## config.mk

```make
export PLATFORM = sky130hd
export DESIGN_NAME = dpjt_access_reg
export DESIGN_NICKNAME = d
export VERILOG_FILES = /design/src/rtl/dpjt_pkg.sv /design/src/rtl/dpjt_shift.sv /design/src/rtl/dpjt_regs.sv /design/src/rtl/dpjt_access_reg.sv
export SDC_FILE = /design/constraint.sdc
export NUM_CORES = 1
export LEC_CHECK = 0
export ABC_AREA = 1
export BUFFER_PORTS_ARGS = -buffer_cell sky130_fd_sc_hd__buf_2
export CAP_MARGIN = 10
export CORE_MARGIN = 3
export CORE_UTILIZATION = 24
export CTS_CLUSTER_SIZE = 24
export DETAILED_ROUTE_END_ITERATION = 8
export GPL_TIMING_DRIVEN = 0
export SETUP_SLACK_MARGIN = 0.5
export SYNTH_ARGS = -nofsm -noshare
export SYNTH_HDL_FRONTEND = slang
export SYNTH_SLANG_ARGS = --single-unit
```

## constraint.sdc

```tcl
create_clock -name clk -period 2.7 [get_ports clk]
set_input_delay 0.135 -clock clk [delete_from_list [all_inputs] [get_ports clk]]
set_output_delay 0.135 -clock clk [all_outputs]
set_load 0.05 [all_outputs]
```

## src/rtl/dpjt_pkg.sv

```systemverilog
package dpjt_pkg;

    localparam int DATA_W = 32;
    localparam int REQ_W  = 3;
    localparam int SCAN_W = REQ_W + DATA_W;
    localparam int SEL_W  = 8;
    localparam int BANK_W = 4;

    // control/status bit positions
    localparam int CS_ORUN_EN   = 0;
    localparam int CS_STK_ORUN  = 1;
    localparam int CS_STK_ERR   = 5;
    localparam int CS_DBG_REQ   = 28;
    localparam int CS_DBG_ACK   = 29;
    localparam int CS_SYS_REQ   = 30;
    localparam int CS_SYS_ACK   = 31;

    // select register field positions
    localparam int SEL_LSB  = DATA_W - SEL_W;
    localparam int BANK_LSB = 4;

    typedef enum logic [REQ_W-1:0] {
        ACK_WAIT = 3'b001,
        ACK_OK   = 3'b010
    } ack_e;

    typedef enum logic [1:0] {
        DP_NONE  = 2'd0,
        DP_CTRL  = 2'd1,
        DP_SEL   = 2'd2,
        DP_RDBUF = 2'd3
    } dp_addr_e;

    // shift register image after 35 shifts: data on top, RnW at bit 0
    typedef struct packed {
        logic [DATA_W-1:0] data;
        logic [1:0]        addr;
        logic              rnw;
    } scan_req_t;

    typedef struct packed {
        logic              valid;
        logic              write;
        logic [SEL_W-1:0]  sel;
        logic [BANK_W-1:0] bank;
        logic [1:0]        addr;
        logic [DATA_W-1:0] wdata;
    } ap_req_t;

    function automatic logic [DATA_W-1:0] pack_ctrl(
        input logic orun_en, input logic stk_orun, input logic stk_err,
        input logic dreq, input logic dack, input logic sreq, input logic sack);
        logic [DATA_W-1:0] v;
        v              = '0;
        v[CS_ORUN_EN]  = orun_en;
        v[CS_STK_ORUN] = stk_orun;
        v[CS_STK_ERR]  = stk_err;
        v[CS_DBG_REQ]  = dreq;
        v[CS_DBG_ACK]  = dack;
        v[CS_SYS_REQ]  = sreq;
        v[CS_SYS_ACK]  = sack;
        return v;
    endfunction

    function automatic logic [DATA_W-1:0] pack_sel(
        input logic [SEL_W-1:0] sel, input logic [BANK_W-1:0] bank);
        logic [DATA_W-1:0] v;
        v                             = '0;
        v[SEL_LSB +: SEL_W]           = sel;
        v[BANK_LSB +: BANK_W]         = bank;
        return v;
    endfunction

endpackage

```

## src/rtl/dpjt_shift.sv

```systemverilog
module dpjt_shift
    import dpjt_pkg::*;
(
    input  logic              clk,
    input  logic              rst,
    input  logic              sel,
    input  logic              cap,
    input  logic              shift,
    input  logic              upd,
    input  logic              tdi,
    input  ack_e              ack_in,
    input  logic [DATA_W-1:0] cap_data,
    output logic              tdo,
    output scan_req_t         req_out,
    output logic              upd_go,
    output logic              upd_wait
);

    logic [SCAN_W-1:0] sr;
    logic              wait_q;

    always_ff @(posedge clk) begin
        if (rst) begin
            sr     <= '0;
            wait_q <= 1'b0;
        end else if (sel) begin
            if (cap) begin
                sr     <= {cap_data, ack_in};
                wait_q <= (ack_in == ACK_WAIT);
            end else if (shift) begin
                sr <= {tdi, sr[SCAN_W-1:1]};
            end
        end
    end

    assign tdo      = sr[0];
    assign req_out  = scan_req_t'(sr);
    assign upd_go   = sel && upd && !wait_q;
    assign upd_wait = sel && upd && wait_q;

    assert_ack_legal_R3: assert property (@(posedge clk) disable iff (rst)
        (sel && cap) |=> (sr[REQ_W-1:0] == ACK_OK || sr[REQ_W-1:0] == ACK_WAIT))
        else $error("captured acknowledge is not OK or WAIT");

endmodule

```

## src/rtl/dpjt_regs.sv

```systemverilog
module dpjt_regs
    import dpjt_pkg::*;
(
    input  logic              clk,
    input  logic              rst,
    input  logic              upd_go,
    input  logic              upd_wait,
    input  logic              is_ap,
    input  scan_req_t         req,
    input  logic              dbg_ack,
    input  logic              sys_ack,
    input  logic              rsp_done,
    input  logic              rsp_err,
    input  logic [DATA_W-1:0] rsp_rdata,
    output ack_e              ack,
    output logic [DATA_W-1:0] rd_buf,
    output ap_req_t           ap_req,
    output logic              dbg_req,
    output logic              sys_req
);

    logic              pending;
    logic              orun_en, stk_orun, stk_err;
    logic [SEL_W-1:0]  sel_q;
    logic [BANK_W-1:0] bank_q;
    logic [DATA_W-1:0] ctrl_rd;
    dp_addr_e          dp_addr;

    assign ctrl_rd = pack_ctrl(orun_en, stk_orun, stk_err, dbg_req, dbg_ack, sys_req, sys_ack);
    assign dp_addr = dp_addr_e'(req.addr);
    assign ack     = pending ? ACK_WAIT : ACK_OK;

    always_ff @(posedge clk) begin
        if (rst) begin
            pending  <= 1'b0;
            rd_buf   <= '0;
            ap_req   <= '0;
            orun_en  <= 1'b0;
            stk_orun <= 1'b0;
            stk_err  <= 1'b0;
            dbg_req  <= 1'b0;
            sys_req  <= 1'b0;
            sel_q    <= '0;
            bank_q   <= '0;
        end else begin
            ap_req.valid <= 1'b0;
            if (rsp_done && pending) begin
                pending <= 1'b0;
                if (!ap_req.write) rd_buf <= rsp_rdata;
                if (rsp_err)       stk_err <= 1'b1;
            end
            if (upd_wait && orun_en) stk_orun <= 1'b1;
            if (upd_go) begin
                if (is_ap) begin
                    ap_req  <= '{valid: 1'b1, write: !req.rnw, sel: sel_q, bank: bank_q,
                                 addr: req.addr, wdata: req.data};
                    pending <= 1'b1;
                end else begin
                    unique case (dp_addr)
                        DP_NONE:  if (req.rnw) rd_buf <= '0;
                        DP_CTRL: begin
                            if (req.rnw) rd_buf <= ctrl_rd;
                            else begin
                                orun_en <= req.data[CS_ORUN_EN];
                                dbg_req <= req.data[CS_DBG_REQ];
                                sys_req <= req.data[CS_SYS_REQ];
                                if (req.data[CS_STK_ORUN]) stk_orun <= 1'b0;
                                if (req.data[CS_STK_ERR])  stk_err  <= 1'b0;
                            end
                        end
                        DP_SEL: begin
                            if (req.rnw) rd_buf <= pack_sel(sel_q, bank_q);
                            else begin
                                sel_q  <= req.data[SEL_LSB +: SEL_W];
                                bank_q <= req.data[BANK_LSB +: BANK_W];
                            end
                        end
                        DP_RDBUF: ;
                        default: ;
                    endcase
                end
            end
        end
    end

    assert_req_pulse_R4: assert property (@(posedge clk) disable iff (rst)
        ap_req.valid |=> !ap_req.valid)
        else $error("access port request longer than one cycle");

    assert_no_req_while_busy_R6: assert property (@(posedge clk) disable iff (rst)
        (pending && !ap_req.valid) |=> !ap_req.valid)
        else $error("request issued while a transfer is outstanding");

    assert_orun_needs_en_R7: assert property (@(posedge clk) disable iff (rst)
        $rose(stk_orun) |-> $past(orun_en))
        else $error("sticky overrun set with detection disabled");

    assert_err_source_R8: assert property (@(posedge clk) disable iff (rst)
        $rose(stk_err) |-> $past(rsp_done && rsp_err))
        else $error("sticky error set without an error response");

endmodule

```

## src/rtl/dpjt_access_reg.sv

```systemverilog
module dpjt_access_reg
    import dpjt_pkg::*;
(
    input  logic        clk,
    input  logic        rst,
    input  logic        tap_capture,
    input  logic        tap_shift,
    input  logic        tap_update,
    input  logic        ir_dp_sel,
    input  logic        ir_ap_sel,
    input  logic        tdi,
    output logic        tdo,
    output logic        dbg_pwr_req,
    output logic        sys_pwr_req,
    input  logic        dbg_pwr_ack,
    input  logic        sys_pwr_ack,
    output logic        ap_req_valid,
    output logic        ap_req_write,
    output logic [7:0]  ap_req_sel,
    output logic [3:0]  ap_req_bank,
    output logic [1:0]  ap_req_addr,
    output logic [31:0] ap_req_wdata,
    input  logic        ap_rsp_done,
    input  logic        ap_rsp_err,
    input  logic [31:0] ap_rsp_rdata
);

    logic              any_sel, upd_go, upd_wait;
    ack_e              ack;
    logic [DATA_W-1:0] rd_buf;
    scan_req_t         req;
    ap_req_t           ap_req;

    assign any_sel = ir_dp_sel || ir_ap_sel;

    dpjt_shift u_shift (
        .clk      (clk),
        .rst      (rst),
        .sel      (any_sel),
        .cap      (tap_capture),
        .shift    (tap_shift),
        .upd      (tap_update),
        .tdi      (tdi),
        .ack_in   (ack),
        .cap_data (rd_buf),
        .tdo      (tdo),
        .req_out  (req),
        .upd_go   (upd_go),
        .upd_wait (upd_wait)
    );

    dpjt_regs u_regs (
        .clk       (clk),
        .rst       (rst),
        .upd_go    (upd_go),
        .upd_wait  (upd_wait),
        .is_ap     (ir_ap_sel),
        .req       (req),
        .dbg_ack   (dbg_pwr_ack),
        .sys_ack   (sys_pwr_ack),
        .rsp_done  (ap_rsp_done),
        .rsp_err   (ap_rsp_err),
        .rsp_rdata (ap_rsp_rdata),
        .ack       (ack),
        .rd_buf    (rd_buf),
        .ap_req    (ap_req),
        .dbg_req   (dbg_pwr_req),
        .sys_req   (sys_pwr_req)
    );

    assign ap_req_valid = ap_req.valid;
    assign ap_req_write = ap_req.write;
    assign ap_req_sel   = ap_req.sel;
    assign ap_req_bank  = ap_req.bank;
    assign ap_req_addr  = ap_req.addr;
    assign ap_req_wdata = ap_req.wdata;

endmodule

```

==> impl_metrics.tcl, run 1 <==
set metrics [dict create \
    slew_headroom_pct 54.70 \
    die_height_um 157.5 \
    clock.fmax_mhz 552.9 \
    drcViolationCount 0 \
    worstMarginPinSlew_ns 0.6795 \
    fillers 2396 \
    synth_commonest_cells "222 x nand2_1, 134 x dfxtp_1, 87 x a21oi_1, 65 x nor2_1, 64 x o21ai_0" \
    met3WireLength_um 979 \
    irDropWorstVdd_uv 297.1 \
    rsz0062_at_grt "false" \
    via_count 5289 \
    worstReg2RegStart "u_shift.req_out[1]" \
    seq_area_um2 2683 \
    detail_route.vias_per_cell 4.467 \
    hold_viol_final 0 \
    drive_gt1_share_pct 17.81 \
    async_flop_share_pct 0 \
    leakage_nw 3.214 \
    grt_use_total_pct 13.94 \
    wl_met2_mm 8.000 \
    grt_max_degree 17 \
    syn_to_final_growth_pct 30.34 \
    grt_pass1_wl_mm 26.64 \
    antenna_found_initial 0 \
    wl_met1_mm 7.647 \
    synthTopCellsByArea "dfxtp_1 49%, nand2_1 15%, a21oi_1 7.9%, o21ai_0 5.8%, nor2_1 4.4%" \
    diodes 0 \
    die_area_um2 24810 \
    h-tree-depth 4 \
    yosys.area.top_type "dfxtp_1" \
    min_from "ap_rsp_rdata[5]" \
    start_kind "register" \
    synth_top_area_share_pct 48.68 \
    dr.first_iter.drc_count 348 \
    skew_ns 0.008711 \
    yosys_register_bits 134 \
    fin_ws_ns 0.8914 \
    crit_required_ns 3.01 \
    ant_nets 0 \
    multiInputGateArea_um2 2338 \
    yosys_warnings 0 \
    reg2reg_setup_slack_ns 0.89 \
    clockBufferDepth 2 \
    r2r-end "u_regs.bank_q[2]" \
    nNetsFinal 935 \
    gp_congestion 0.8572 \
    highest_layer "met4" \
    synth-seq-area-share_pct 48.68 \
    reg2reg_depth 6 \
    status "finished, final reports clean" \
    endpoint_kind "register" \
    floorplan.die.width_um 157.5 \
    finalMaxSlewViolations 0 \
    dp_hpwl_mm 12.42 \
    grt_overflow 0 \
    ys.flop_type "dfxtp_1" \
    synth.most_common_cell "nand2_1" \
    port_buffers 93 \
    post_cts_resized 0 \
    arrival_ns 2.12 \
    grt_pass1_vias 5047 \
    synth.avg_cell_area_um2 7.250 \
    post_cts_buffers 0 \
    clock_latency_ns 0.42 \
    path_clk_slew_ns 0.06 \
    crit_family "simple AND/OR/NAND/NOR gates" \
    placementRows 54 \
    setup_viol 0 \
    period_minus_slack_ns 1.809 \
    drt_wl_total_mm 16.93 \
    io_pins 95 \
    synth_nets 804 \
    wl_per_cell_um 14.30 \
    cts_tree "built" \
    hold_path.class "in2reg" \
    ys_types 20 \
    fin_setup_tns_ns 0 \
    synthCells 760 \
    worst-path-stages 6 \
    holdPathStages 5 \
    drv_cap 0 \
    path_buf_inv 2 \
    critical_path_class "reg2reg" \
    path_common_cell "nor2_1" \
    drtPass1Iterations 5 \
    cp_max_fo 10 \
    cts_buffers 17 \
    start_util_pct 24.86 \
    dp_slack_ns 0.9496 \
    cts_root_buf "clkbuf_16" \
    clkSinkCount 134 \
    core_area_um2 22160 \
    path_cells "buf_4, nor2_4, nand4_1, clkbuf_1, nor2_1, nor2_1" \
    synth_area_um2 5510 \
    fin_crit_sh_pct 66.98 \
    synth_edf_count 0 \
    power.density_nw_per_um2 713.1 \
    cts_hold_buffers 19 \
    slowest_delay_ns 0.40 \
    crit_slowest_cell "nand4_1" \
    hold_end "u_regs.rd_buf[5]" \
]
-- metrics by stage --
step	total power, mW	instance area [um2]	hold slack, ns	cells	utilization [%]
after global routing	5.309	7182	0.05884	1184	32.41
after floorplan	2.405	5510	0.2488	760	-
after detailed placement	2.558	6326	0.3853	1133	28.55
final	5.121	7182	0.03088	1184	32.41
after CTS	5.162	7182	0.01948	1184	32.41
after global placement	2.554	6326	0.3762	1133	28.55
-- worst register-to-register path, stage by stage, from the launching register on --
cell      delay, ns
dfxtp_1        0.30
buf_4          0.17
nor2_4         0.25
nand4_1        0.40
clkbuf_1       0.36
nor2_1         0.17
nor2_1         0.06
-- cell families after synthesis --
| logic type | synth area share, % |
|---|---|
| buffers and inverters | 8.878 |
| AND/OR/NAND/NOR | 24.59 |
| AO/OA/AOI/OAI | 14.58 |
| flip-flops | 48.68 |
| multiplexers | 3.270 |
-- worst max-delay path by stage --
stage,start,to,slack [ns]
final,u_shift.req_out[1],u_regs.bank_q[2],0.89
after global routing,u_shift.req_out[1],u_regs.bank_q[1],0.77
after CTS,u_shift.req_out[1],u_regs.bank_q[2],0.92
after detailed placement,u_shift.req_out[1],u_regs.bank_q[2],0.95
after global placement,u_shift.req_out[1],u_regs.sel_q[1],0.99
after floorplan,u_shift.req_out[0],u_regs.rd_buf[14],1.14
-- layer usage --
layer  vias up  global-route usage (%)
met5         -                       0
met4         0                   4.917
met3        24                   3.519
met2       146                   22.79
met1      2420                   17.87
li1       2699                       -
-- final cells by class --
| type | count | area share, % |
|---|---|---|
| Multi-Input combinational cell | 511 | 32.56 |
| Inverter | 65 | 3.397 |
| Timing Repair Buffer | 112 | 9.129 |
| Buffer | 50 | 3.415 |
| Clock inverter | 12 | 2.770 |
| Sequential cell | 134 | 37.35 |
| Clock buffer | 20 | 6.498 |
| Tap cell | 280 | 4.878 |
-- registers in the layout, summed over array words and instances, names as in the netlist --
register	cells
u_regs.ap_req	48
u_shift.req_out	35
u_shift.wait_q	1
u_regs.sys_req	1
u_regs.rd_buf	32
u_regs.sel_q	8
u_regs.bank_q	4
u_regs.orun_en	1
u_regs.dbg_req	1
u_regs.stk_err	1
u_regs.pending	1
u_regs.stk_orun	1
-- cells in the final DEF (no fill, tap or decap) --
master,count
a21oi_1,87
a31oi_1,1
buf_2,115
buf_4,2
buf_6,3
bufinv_16,5
clkbuf_1,23
clkbuf_16,17
clkbuf_8,3
clkinv_2,3
clkinv_4,3
clkinvlp_4,1
dfxtp_1,134
dlygate4sd3_1,19
inv_1,63
inv_2,2
mux2i_1,18
nand2_1,222
nand2_2,2
nand3_1,27
nand3_2,1
nand4_1,12
nor2_1,65
nor2_4,4
o21ai_0,64
o21ai_1,7
o22ai_1,1
-- where the power goes --
group | internal, mW | switching, mW
registers | 2.05 | 0.0430
logic | 0.143 | 0.302
clock network | 1.71 | 0.876
(Power assumes the default switching activity.)
==> inputs of run 2 (changes only) <==
Settings changed: ABC_AREA 1 to 0.
Clock period 2.7 ns to 1.5 ns, I/O delays scaled along.
==> run 2 against run 1 <==
Global-route usage is 1.2 points higher. Count of clock-buffer cells in the layout is 1 lower. Critical path type unchanged. Cell area is 26% higher. Combinational power grew to 2.6 times the previous value. Sequential share of layout area is 6.5 points lower. Largest cell class is now multi-input gates. Setup slack worse by 0.82 ns. Final cell count is 6.5% lower. Worst hold slack worse by 0.023 ns.
==> impl_metrics.tcl, run 2 <==
set metrics [dict create \
    cts_tree "built" \
    path_cells "and4bb_4, nand3_4, nand2b_1, buf_6, buf_8, o32ai_2" \
    hold_viol_final 0 \
    regMostFlops "u_regs.ap_req" \
    fin_ws_ns 0.07045 \
    ys.flop_type "dfxtp_1" \
    skew_ns 0.006052 \
    rsz0062_at_grt "true" \
    leakage_nw 3.706 \
    ys_types 37 \
    power.density_nw_per_um2 1002 \
    cts_buffers 17 \
    grt_pass1_vias 5179 \
    seq_power_share_pct 41.9 \
    grt_overflow 0 \
    irDropWorstVdd_uv 784.9 \
    grt_max_degree 17 \
    synth_top_area_share_pct 51.11 \
    period_minus_slack_ns 1.430 \
    cp_max_fo 8 \
    ant_nets 0 \
    most-common-layout-cells "116 x nand2_1, 77 x dfxtp_1, 65 x buf_4" \
    antenna_found_initial 0 \
    grt_use_total_pct 15.12 \
    clock.fmax_mhz 699.5 \
    gp_congestion 0.7807 \
    finalMaxSlewViolations 0 \
    drt_wl_total_mm 18.51 \
    power_frac_clock_pct 45.5 \
    synthTopCellsByArea "dfxtp_1 51%, nand2_1 12%, mux2i_1 8.6%, a21oi_1 7.5%, a211oi_1 4.7%" \
    start_util_pct 24.66 \
    crit_slowest_cell "dfxtp_4" \
    p_sw_share_pct 25.94 \
    p_int_mw 6.720 \
    yosys_warnings 0 \
    finish.utilization_pct 42.56 \
    slowest_delay_ns 0.35 \
    dr.first_iter.drc_count 258 \
    crit_required_ns 1.78 \
    start_kind "register" \
    drive_gt1_share_pct 49.64 \
    drtPass1Iterations 4 \
    clkSinkCount 134 \
    syn_to_final_growth_pct 72.59 \
    placementRows 53 \
    synth_area_um2 5249 \
    synth.most_common_cell "nand2_1" \
    h-tree-depth 4 \
    core_area_um2 21290 \
    critical_path_class "reg2reg" \
    nNetsFinal 864 \
    switchingPower_mw 2.353 \
    wl_per_cell_um 16.72 \
    synthCells 603 \
    path_clk_slew_ns 0.06 \
    slew_headroom_pct 42.20 \
    synth-seq-area-share_pct 51.11 \
    yosys_register_bits 134 \
    largest_reg_flops 48 \
    fin_crit_sh_pct 95.30 \
    dp_hpwl_mm 11.45 \
    port_buffers 93 \
    floorplan.die.width_um 153.9 \
    synth_edf_count 0 \
    arrival_ns 1.71 \
    hold_path.class "in2reg" \
    yosys.area.top_type "dfxtp_1" \
    drcViolationCount 0 \
    worstMarginPinSlew_ns 0.8669 \
    die_height_um 153.9 \
    fillers 2008 \
    path_buf_inv 2 \
    clock_latency_ns 0.42 \
    cts_root_buf "clkbuf_16" \
    synth_nets 647 \
    fin_total_pwr_mw 9.074 \
    dp_slack_ns 0.01950 \
    setup_viol 0 \
    async_flop_share_pct 0 \
    multiInputGateArea_um2 2838 \
    die_area_um2 23680 \
    synth_commonest_cells "169 x nand2_1, 134 x dfxtp_1, 79 x a21oi_1, 45 x mux2i_1, 42 x nor2_1" \
    io_pins 95 \
    clockBufferDepth 2 \
    diodes 0 \
    detail_route.vias_per_cell 4.647 \
    comb_power_share_pct 12.6 \
    crit_family "simple AND/OR/NAND/NOR gates" \
    layout_commonest_cell "nand2_1" \
    drv_cap 0 \
    grt_pass1_wl_mm 28.12 \
    seq_area_um2 2791 \
    hold_ws_ns 0.008366 \
    synth.avg_cell_area_um2 8.704 \
    endpoint_kind "register" \
    status "finished, final reports clean" \
    via_count 5144 \
]
-- run 2: changes by cell type in the layout (fill, tap and decap cells not counted), moves of 31 or more --
cell      before  now
dfxtp_2        0   42
dfxtp_1      134   77
buf_8          0   55
a211oi_1       0   31
buf_2        115   47
a21oi_2        0   44
a21oi_1       87   34
nand2_1      222  116
o21ai_0       64    1
inv_1         63    7
buf_4          2   65
-- run 2: power by group through the flow --
stage          Clock (mW)  Sequential (mW)  Combinational, mW
6_report             4.13             3.80               1.15
3_3_place_gp            0             3.86              0.758
4_1_cts              4.16             3.79               1.04
5_1_grt              4.37             3.82               1.23
2_1_floorplan           0             3.93              0.421
3_5_place_dp            0             3.86              0.762
-- run 2: timing repair --
item	CTS	global route
endpoints found under the setup margin	149	171
gates cloned	6	3
hold endpoints to repair	32	0
gates resized for setup	274	121
pin swaps	4	21
hold buffers	32	0
setup buffers	48	16
-- run 2: metrics by stage --
stage	cell area (um2)	setup TNS, ns	instances
5_1_grt	9059	0	1107
2_1_floorplan	5364	0	603
4_1_cts	8406	0	1088
3_3_place_gp	6173	-0.05155	971
6_report	9059	0	1107
3_5_place_dp	6173	0	971
-- run 2: final cells by class --
cell class,instances,share of cell area [%]
Tap cell,275,3.798
Clock buffer,19,5.000
Buffer,48,5.207
Clock inverter,12,1.436
Timing Repair Buffer,198,22.13
Inverter,7,0.2901
Sequential cell,134,30.81
Multi-Input combinational cell,414,31.33
-- run 2: cell families (layout without fill, tap and decap cells) --
| kind of cell | count (synthesis) | count (layout) | synth area share, % |
|---|---|---|---|
| compound gates | 139 | 139 | 16.62 |
| buf+inv | 55 | 284 | 5.888 |
| flops | 134 | 134 | 51.11 |
| mux | 45 | 45 | 8.582 |
| simple gates | 230 | 230 | 17.81 |
-- run 2: final timing paths --
check / startpoint / endpoint / slack (ns) / depth (start not counted)
max: u_shift.wait_q / u_regs.rd_buf[26] / 0.07 / 6
min: ap_rsp_rdata[1] / u_regs.rd_buf[1] / 0.008 / 3
max reg2reg: u_shift.wait_q / u_regs.rd_buf[26] / 0.07 / 6
min reg2reg: u_regs.ap_req[11] / u_regs.ap_req[11] / 0.46 / 2
-- run 2: metal layers --
layer	track usage (%)	part of all wire (%)	vias up
met5	0	0	-
met4	4.542	1.0	0
met3	4.137	5.3	17
met2	24.11	49	154
met1	20.07	45	2464
li1	-	-	2509
-- run 2: worst register-to-register path: cells and delay by family, from the launching register on --
family | cells | cell delay [ns]
AND/OR/NAND/NOR | 3 | 0.54
buffers and inverters | 2 | 0.35
AO/OA/AOI/OAI | 1 | 0.07
flip-flops | 1 | 0.35
==> inputs of run 3 (changes only) <==
Settings changed: SYNTH_HIERARCHICAL set to 1.
==> run 3 against run 2 <==
Fmax up 4.4%. Via count about the same. Die area up 8.1%. Combinational power down 22%. Sequential cell count unchanged. Highest routed layer unchanged. Critical path depth unchanged. First-iteration DRC count up 41%. Non-clock buffer count down 15. Final cell count up 3.0%.
==> impl_metrics.tcl, run 3 <==
set metrics [dict create \
    status "finished, final reports clean" \
    clockBufferDepth 2 \
    p_int_mw 6.672 \
    period_minus_slack_ns 1.369 \
    r2r-end "u_regs/rd_buf[30]" \
    cp_max_fo 5 \
    die_height_um 160.0 \
    slew_headroom_pct 49.38 \
    postLayoutCellArea_um2 9081 \
    layout_commonest_cell "nand2_1" \
    synth.most_common_cell "nand2_1" \
    switchingPower_mw 2.046 \
    dpl_cell_area_um2 6728 \
    grt_pass1_vias 5008 \
    yosys.area.top_type "dfxtp_1" \
    via_count 5140 \
    syn_to_final_growth_pct 59.59 \
    comb_power_share_pct 10.2 \
    core_area_um2 22980 \
    drcViolationCount 0 \
    synth_top_area_share_pct 47.14 \
    synth_nets 660 \
    drv_cap 0 \
    wl_per_cell_um 16.95 \
    setup_viol 0 \
    hold_viol_final 0 \
    hold_path.class "in2reg" \
    arrival_ns 1.64 \
    p_sw_share_pct 23.47 \
    leakage_nw 3.402 \
    floorplan.die.width_um 160.0 \
    place_inst 1023 \
    synthSimpleGateAreaFrac_pct 19.35 \
    clkSinkCount 134 \
    endpoint_kind "register" \
    rsz0062_at_grt "true" \
    crit_required_ns 1.77 \
    synth_edf_count 0 \
    synth-seq-area-share_pct 47.14 \
    synth-xor-area-share_pct 0 \
    finalMaxSlewViolations 0 \
    grt_overflow 0 \
    start_kind "register" \
    worstReg2RegStart "u_shift/wait_q" \
    synth_top_family_by_area "compound AO/OA/AOI/OAI gates" \
    drt_wl_total_mm 19.33 \
    fin_total_pwr_mw 8.719 \
    fin_crit_sh_pct 91.28 \
    fillers 2284 \
    diodes 0 \
    die_area_um2 25590 \
    cts_root_buf "clkbuf_16" \
    seq_area_um2 2769 \
    worstMarginPinSlew_ns 0.7593 \
    dp_hpwl_mm 12.67 \
    synth_compound_area_share_pct 19.61 \
    clock_latency_ns 0.42 \
    seq_power_share_pct 41.8 \
    async_flop_share_pct 0 \
    ant_nets 0 \
    grt_pass1_wl_mm 28.72 \
    yosys_warnings 6 \
    synth_area_um2 5690 \
    detail_route.vias_per_cell 4.509 \
    clock.fmax_mhz 730.4 \
    dr.first_iter.drc_count 364 \
    h-tree-depth 4 \
    irDropWorstVdd_uv 717.0 \
    most-common-layout-cells "162 x nand2_1, 79 x dfxtp_1, 55 x buf_8" \
    synthTopCellsByArea "dfxtp_1 47%, nand2_1 11%, o32ai_2 8.6%, mux2i_1 7.6%, a21oi_1 7.3%" \
    yosys-mux-area-fraction_pct 7.960 \
    yosys_register_bits 134 \
    endpoint "u_regs/rd_buf[30]" \
    regMostFlops "u_regs/ap_req" \
    synth_commonest_cells "169 x nand2_1, 134 x dfxtp_1, 83 x a21oi_1, 43 x mux2i_1, 40 x nand2b_1" \
    power_frac_clock_pct 48.0 \
    largest_reg_flops 48 \
    gp_congestion 0.8237 \
    ys_types 38 \
    power.density_nw_per_um2 960.1 \
    cp-startpoint "u_shift/wait_q" \
    grt_max_degree 17 \
    reg2reg_depth 6 \
    io_pins 95 \
    placementRows 55 \
    instances_no_fill 1140 \
    synth.avg_cell_area_um2 9.238 \
    cts_tree "built" \
    cts_buffers 17 \
    path_clk_slew_ns 0.06 \
    skew_ns 0.009249 \
    drtPass1Iterations 5 \
    reg2reg_setup_slack_ns 0.13 \
    grt_use_total_pct 14.31 \
    port_buffers 94 \
    start_util_pct 24.76 \
    multiInputGateArea_um2 3010 \
    drive_gt1_share_pct 46.07 \
    ys.flop_type "dfxtp_1" \
    yosys.area_share.adder_pct 0 \
    antenna_found_initial 0 \
    nNetsFinal 858 \
    synthCells 616 \
    critical_path_class "reg2reg" \
]
-- run 3: cells by family (layout without fill, tap and decap cells) --
| family | after synthesis | count (layout) |
|---|---|---|
| and+or+nand+nor | 241 | 241 |
| AOI/OAI and AO/OA | 142 | 142 |
| DFF | 134 | 134 |
| buffers and inverters | 53 | 264 |
| muxes | 45 | 45 |
| other | 1 | 1 |
-- run 3: cell type report --
class / instances / area share, %
well taps: 313 / 4.312
flip-flops and latches: 134 / 30.49
clock inverters: 8 / 1.047
inverters: 1 / 0.04133
repair buffers: 179 / 19.85
multi-input cells: 429 / 33.15
clock buffers: 24 / 5.525
plain buffers: 52 / 5.580
-- run 3: power by group through the flow --
stage | Sequential, mW | Combinational, mW | Clock [mW]
2_1_floorplan | 3.73 | 0.418 | 0
6_report | 3.64 | 0.892 | 4.19
3_3_place_gp | 3.72 | 0.647 | 0
3_5_place_dp | 3.72 | 0.648 | 0
5_1_grt | 3.64 | 0.944 | 4.43
4_1_cts | 3.64 | 0.785 | 4.25
-- run 3: worst min path at each step --
stage                           from                 to  slack (ns)  cells after the start
floorplan           ap_rsp_rdata[12]  u_regs/rd_buf[12]        0.21                      2
global placement    ap_rsp_rdata[15]  u_regs/rd_buf[15]        0.33                      3
detailed placement  ap_rsp_rdata[23]  u_regs/rd_buf[23]        0.33                      3
CTS                      ap_rsp_done     u_regs/stk_err        0.03                      3
global route             dbg_pwr_ack  u_regs/rd_buf[29]        0.07                      3
finish                   ap_rsp_done     u_regs/stk_err        0.05                      3
-- run 3: routing by layer --
metal	GRT usage, %	wire length, um	up-vias
met3	3.839	928	26
met4	4.576	335	0
met1	18.86	8832	2464
met2	22.81	9231	110
li1	-	-	2540
met5	0	0	-
-- run 3: critical path, stage by stage, from the launching register on --
cell and delay [ns]:
dfxtp_2 0.35, nor2_4 0.13, and3b_2 0.25, nand2b_4 0.08, buf_6 0.15, a221oi_2 0.20
a311oi_1 0.07
-- run 3: per-stage QoR --
step | setup WS (ns) | util, % | hold WS, ns | TNS (ns)
finish | 0.1308 | 39.51 | 0.05261 | 0
global route | 0.08700 | 39.51 | 0.06639 | 0
CTS | 0.1175 | 36.26 | 0.03430 | 0
detailed placement | -0.2421 | 29.27 | 0.3308 | -7.859
global placement | -0.2222 | 29.27 | 0.3274 | -6.962
floorplan | 0.1691 | - | 0.2093 | 0
-- run 3: timing repair --
action | CTS | global route
pin swaps | 5 | 14
endpoints found under the hold margin | 31 | 0
resized for setup | 186 | 138
setup buffers | 16 | 30
hold buffers | 31 | 0
setup endpoints to repair | 150 | 150
gates cloned | 3 | 5
